==> src/rtl/rmf_pkg.sv <==
package rmf_pkg;
  localparam int unsigned SEL_W   = 16;
  localparam int unsigned IP_W    = 16;
  localparam int unsigned ADDR_W  = 32;
  localparam int unsigned SHIFT   = 4;
  localparam int unsigned WRAP_BIT = SEL_W + SHIFT;

  localparam logic [SEL_W-1:0]  RST_SEL  = 16'hF000;
  localparam logic [IP_W-1:0]   RST_IP   = 16'hFFF0;
  localparam logic [ADDR_W-1:0] RST_BASE = 32'hFFFF_0000;
endpackage

==> src/rtl/rmf_rst_sync.sv <==
module rmf_rst_sync #(
  parameter int unsigned STAGES = 2
) (
  input  logic clk,
  input  logic rst_n,
  output logic rst_sync_n
);
  logic [STAGES-1:0] chain_q;
  logic [STAGES-1:0] chain_d;

  always_comb begin
    chain_d = {chain_q[STAGES-2:0], 1'b1};
  end

  always_ff @(posedge clk or negedge rst_n) begin
    if (!rst_n) chain_q <= '0;
    else        chain_q <= chain_d;
  end

  assign rst_sync_n = chain_q[STAGES-1];
endmodule

==> src/rtl/rmf_seg_unit.sv <==
module rmf_seg_unit
  import rmf_pkg::*;
(
  input  logic              clk,
  input  logic              rst_n,
  input  logic              seg_ld,
  input  logic [SEL_W-1:0]  seg_val,
  output logic [SEL_W-1:0]  sel_q,
  output logic [ADDR_W-1:0] base_q,
  output logic              norm_q
);
  logic [SEL_W-1:0]  sel_d;
  logic [ADDR_W-1:0] base_d;
  logic              norm_d;

  // The hidden base is computed once, at load time, and then held.
  always_comb begin
    sel_d  = seg_val;
    base_d = {{(ADDR_W-SEL_W-SHIFT){1'b0}}, seg_val, {SHIFT{1'b0}}};
    norm_d = 1'b1;
  end

  always_ff @(posedge clk or negedge rst_n) begin
    if (!rst_n) begin
      sel_q  <= RST_SEL;
      base_q <= RST_BASE;
      norm_q <= 1'b0;
    end else if (seg_ld) begin
      sel_q  <= sel_d;
      base_q <= base_d;
      norm_q <= norm_d;
    end
  end
endmodule

==> src/rtl/rmf_ip_unit.sv <==
module rmf_ip_unit
  import rmf_pkg::*;
(
  input  logic            clk,
  input  logic            rst_n,
  input  logic            ip_wr,
  input  logic [IP_W-1:0] ip_val,
  input  logic            ip_inc,
  output logic [IP_W-1:0] ip_q
);
  logic [IP_W-1:0] ip_d;
  logic            ip_en;

  always_comb begin
    ip_en = ip_wr | ip_inc;
    if (ip_wr) ip_d = ip_val;
    else       ip_d = ip_q + {{(IP_W-1){1'b0}}, 1'b1};
  end

  always_ff @(posedge clk or negedge rst_n) begin
    if (!rst_n)     ip_q <= RST_IP;
    else if (ip_en) ip_q <= ip_d;
  end
endmodule

==> src/rtl/rmf_addr_calc.sv <==
module rmf_addr_calc
  import rmf_pkg::*;
(
  input  logic [ADDR_W-1:0] base,
  input  logic [IP_W-1:0]   ip,
  input  logic              norm,
  input  logic              wrap_en,
  output logic [ADDR_W-1:0] addr
);
  logic [ADDR_W-1:0] sum;

  always_comb begin
    sum  = base + {{(ADDR_W-IP_W){1'b0}}, ip};
    addr = sum;
    if (norm && wrap_en) addr[WRAP_BIT] = 1'b0;
  end
endmodule

==> src/rtl/rm_fetch_addr_gen.sv <==
module rm_fetch_addr_gen
  import rmf_pkg::*;
(
  input  logic              clk,
  input  logic              rst_n,
  input  logic              seg_ld,
  input  logic [SEL_W-1:0]  seg_val,
  input  logic              ip_wr,
  input  logic [IP_W-1:0]   ip_val,
  input  logic              ip_inc,
  input  logic              wrap_en,
  output logic [SEL_W-1:0]  cs_sel,
  output logic [IP_W-1:0]   ip_cur,
  output logic [ADDR_W-1:0] fetch_addr
);
  logic              rst_sync_n;
  logic [ADDR_W-1:0] base_q;
  logic              norm_q;

  rmf_rst_sync #(.STAGES(2)) u_rst (
    .clk        (clk),
    .rst_n      (rst_n),
    .rst_sync_n (rst_sync_n)
  );

  rmf_seg_unit u_seg (
    .clk     (clk),
    .rst_n   (rst_sync_n),
    .seg_ld  (seg_ld),
    .seg_val (seg_val),
    .sel_q   (cs_sel),
    .base_q  (base_q),
    .norm_q  (norm_q)
  );

  rmf_ip_unit u_ip (
    .clk    (clk),
    .rst_n  (rst_sync_n),
    .ip_wr  (ip_wr),
    .ip_val (ip_val),
    .ip_inc (ip_inc),
    .ip_q   (ip_cur)
  );

  rmf_addr_calc u_addr (
    .base    (base_q),
    .ip      (ip_cur),
    .norm    (norm_q),
    .wrap_en (wrap_en),
    .addr    (fetch_addr)
  );
endmodule

==> config.mk <==
export PLATFORM = sky130hd
export DESIGN_NAME = rm_fetch_addr_gen
export DESIGN_NICKNAME = d
export VERILOG_FILES = /design/src/rtl/rmf_pkg.sv /design/src/rtl/rmf_rst_sync.sv /design/src/rtl/rmf_seg_unit.sv /design/src/rtl/rmf_ip_unit.sv /design/src/rtl/rmf_addr_calc.sv /design/src/rtl/rm_fetch_addr_gen.sv
export SDC_FILE = /design/constraint.sdc
export NUM_CORES = 1
export LEC_CHECK = 0
export BUFFER_PORTS_ARGS = -buffer_cell sky130_fd_sc_hd__buf_2
export CELL_PAD_IN_SITES_DETAIL_PLACEMENT = 1
export CELL_PAD_IN_SITES_GLOBAL_PLACEMENT = 1
export CORE_ASPECT_RATIO = 1.25
export CORE_MARGIN = 10
export CORE_UTILIZATION = 32
export CTS_CLUSTER_SIZE = 10
export DETAILED_ROUTE_END_ITERATION = 16
export PLACE_DENSITY = 0.74
export SYNTH_ARGS = -nofsm -noshare
export SYNTH_HDL_FRONTEND = slang
export SYNTH_SLANG_ARGS = --single-unit
==> constraint.sdc <==
create_clock -name clk -period 2.3 [get_ports clk]
set_input_delay 0.23 -clock clk [delete_from_list [all_inputs] [get_ports clk]]
set_output_delay 0.23 -clock clk [all_outputs]
set_load 0.05 [all_outputs]
==> impl_metrics.yaml <==
synth:
  synthXorXnorAreaFrac_pct: 10.3
  synthFlopType: "dfrtp_1"
  synth_edf_count: 0
  synth_seq_cells: 36
  yosysTopAreaCell: "dfrtp_1"
  syn_avg_cell_area_sq_um: 9.76
  synth_compound_area_share_pct: 11.6
  synth_top_family_by_area: "simple AND/OR/NAND/NOR gates"
  ys_warn_count: 0
  yosys-top-cells-count: "nand2_1 (29), buf_4 (20), o21ai_0 (20)"
  yosysSeqAreaShare_pct: 38.5
  yosysMostFrequentCell: "nand2_1"
  async_reset_ff_share_pct: 100
  syn_nets: 297
  synthMuxAreaShare_pct: 8.58
  synth_top_area_share_pct: 19.9
  yosys.area_share.simple_pct: 15.6
  synth_adder_area_share_pct: 7.64
  synth_area_leaders: "dfrtp_1 (20%), dfstp_2 (19%), mux2_2 (7.5%)"
  syn_inst: 245
  synth.distinct_cells: 41
  syn_area_sq_um: 2390
setup_path:
  r2r_slack_ps: 440
  timing.critical_path.arrival_ps: 2710
  crit_required_ps: 2070
  path_delay_family: "compound AO/OA/AOI/OAI gates"
  end_kind: "output port"
  cp-start-kind: "flip-flop"
  path_class: "reg2out"
  slowest_delay_ps: 490
  rr_worst_depth: 7
  slowest_stage: "dfstp_4"
  path_buf_inv: 1
  r2r-end: "u_ip.ip_q[11]"
  critPathMaxFanout: 3
  regToRegStartpoint: "u_ip.ip_q[4]"
  cp_cell_sequence: "ha_4 > fa_2 > a21oi_4 > o21ai_4 > a311oi_4 > o21bai_1 > a21oi_2 > xnor2_4 > buf_6"
timing:
  setup_viol: 24
  hold_ws_ps: 134
  worstMarginPinSlew_ps: 1010
  timing.final.max_slew_violations: 0
  slew_headroom_pct: 32.5
  setup_ws_ps: -639
  min_period_over_period_pct: 128
  rsz0062_at_grt: "true"
  fin_crit_ps: 2940
  final-hold-violation-count: 0
  fmax_mhz: 340
  fin_skew_ps: 9.50
clock_network:
  cts_tree: "built"
  clock_sinks: 36
  clk_latency_ps: 300
  path_clk_slew_ps: 90
  root_buffer: "clkbuf_8"
  htreeDepth: 2
  cts_buffers: 5
  clk_path_buf_depth: 2
place:
  globalplace.congestion: 0.793
  dp_hpwl_mm: 6.86
  port_buffers: 101
route:
  routedWlPerCell_um: 22.9
  dr_total_vias: 2419
  drtIter0Drc: 85
  drt_pre_antenna_iters: 4
  drc: 0
  wl_mm: 10.9
  vias_per_cell: 5.09
  antenna_left: 0
min_path:
  hold_depth: 3
  hold_path.class: "in2reg"
  holdCritStartpoint: "ip_val[1]"
  whs_endpoint: "u_ip.ip_q[1]"
floorplan:
  die-area_sq_um: 11400
  core_sq_um: 7310
  initial_core_util_pct: 32.7
  die-width_um: 97.3
  num_rows: 35
  die_y_um: 117
  io-pin-count: 102
run:
  cap_viol_max_count: 0
status:
  violations: "setup timing"
  status: "complete, but fails checks"
global_route:
  grt_start_max_net_pins: 35
  grt_pass1_vias: 2694
  grt_use_total_pct: 16.0
  overflow: 0
  antenna_found_initial: 0
  grt_pass1_wl_mm: 14.7
pwr:
  leakage_nw: 1.80
  power_density_nw_per_um2: 784
  irDropWorstVdd_v: 0.000591
layout:
  fin_util_pct: 56.2
  area_growth_pct: 71.9
  diodes: 0
  layout.nets: 434
  drive_above_1_share_pct: 67.1
  n_fill_cell: 817
  regArea_sq_um: 948
  multi_input_area_sq_um: 1780
[per-stage QoR]
| step | TNS [ps] | total power [mW] | instance area, sq um | setup WS (ps) | instances |
|---|---|---|---|---|---|
| floorplan | -3990 | 1.90 | 2750 | -284 | 245 |
| global placement | -3110 | 2.26 | 3530 | -220 | 456 |
| detailed placement | -3630 | 2.30 | 3530 | -296 | 456 |
| CTS | -8990 | 3.06 | 3940 | -528 | 471 |
| global route | -12530 | 3.35 | 4110 | -734 | 475 |
| finish | -10550 | 3.22 | 4110 | -639 | 475 |
[state kept, by name, summed over array words and instances (netlist names)]
signal / flops
u_seg.base_q: 2
u_seg.norm_q: 1
u_seg.sel_q: 15
u_ip.ip_q: 16
u_rst.chain_q: 2
[cell type report]
type                            count  share of cell area (%)
Clock inverter                      3                    1.13
Sequential cell                    36                    23.1
Clock buffer                        5                    1.67
Multi-Input combinational cell    180                    43.2
Inverter                            3                   0.274
Tap cell                           92                    2.80
Timing Repair Buffer              156                    27.8
[timing repair]
action,in CTS,in global routing
endpoints found under the setup margin,25,25
hold endpoints to repair,2,0
pin swaps,10,20
hold buffers,1,0
setup buffers,7,8
resized for setup,61,29
[power by group]
part / switching [mW] / total [mW] / internal, mW
logic: 1.15 / 1.83 / 0.688
clock network: 0.266 / 0.593 / 0.327
registers: 0.0779 / 0.797 / 0.719
total: 1.49 / 3.22 / 1.73
[worst max path at each step]
stage            startpoint        endpoint  slack (ps)  cells after the start
6_report       u_ip.ip_q[4]  fetch_addr[16]        -640                      9
5_1_grt        u_ip.ip_q[4]  fetch_addr[16]        -730                      9
4_1_cts        u_ip.ip_q[4]  fetch_addr[16]        -530                      9
3_5_place_dp   u_ip.ip_q[4]  fetch_addr[16]        -300                      9
3_3_place_gp   u_ip.ip_q[4]  fetch_addr[16]        -220                      9
2_1_floorplan  u_ip.ip_q[5]  fetch_addr[19]        -280                      7
[per-layer routing]
layer,routed length [um],vias up,global-route usage [%]
met3,553,20,3.43
met2,6360,104,32.1
met5,0,-,0
li1,-,1108,-
met4,244,0,5.53
met1,3740,1187,15.8
[tightest hold or removal path, delay by kind of cell]
| family | cells | cell delay (ps) |
|---|---|---|
| simple gates | 1 | 40 |
| compound gates | 1 | 50 |
| buf+inv | 1 | 80 |
[cells in the final DEF, fill, tap and decap left out, drive strengths merged, types with 2 or more instances in the layout]
cell / Yosys / routed
clkbuf: 5 / 6
and3: 6 / 6
a21oi: 13 / 13
ha: 13 / 13
nor3: 7 / 7
dfrtp: 19 / 19
nand4: 5 / 5
xnor2: 9 / 9
nand2: 29 / 29
inv: 3 / 4
o21bai: 2 / 2
mux2: 17 / 17
o21ai: 22 / 22
nor2: 16 / 16
dfstp: 17 / 17
nand3: 5 / 5
buf: 21 / 154
xor2: 19 / 19
and4: 3 / 3
[logic make-up after synthesis]
kind of cell,Yosys count
simple gates,75
compound gates,44
flops,36
buf+inv,29
xor+xnor,28
mux,18
fa+ha+maj,14
other cells,1
No activity file was read; power rests on OpenSTA's default activity.
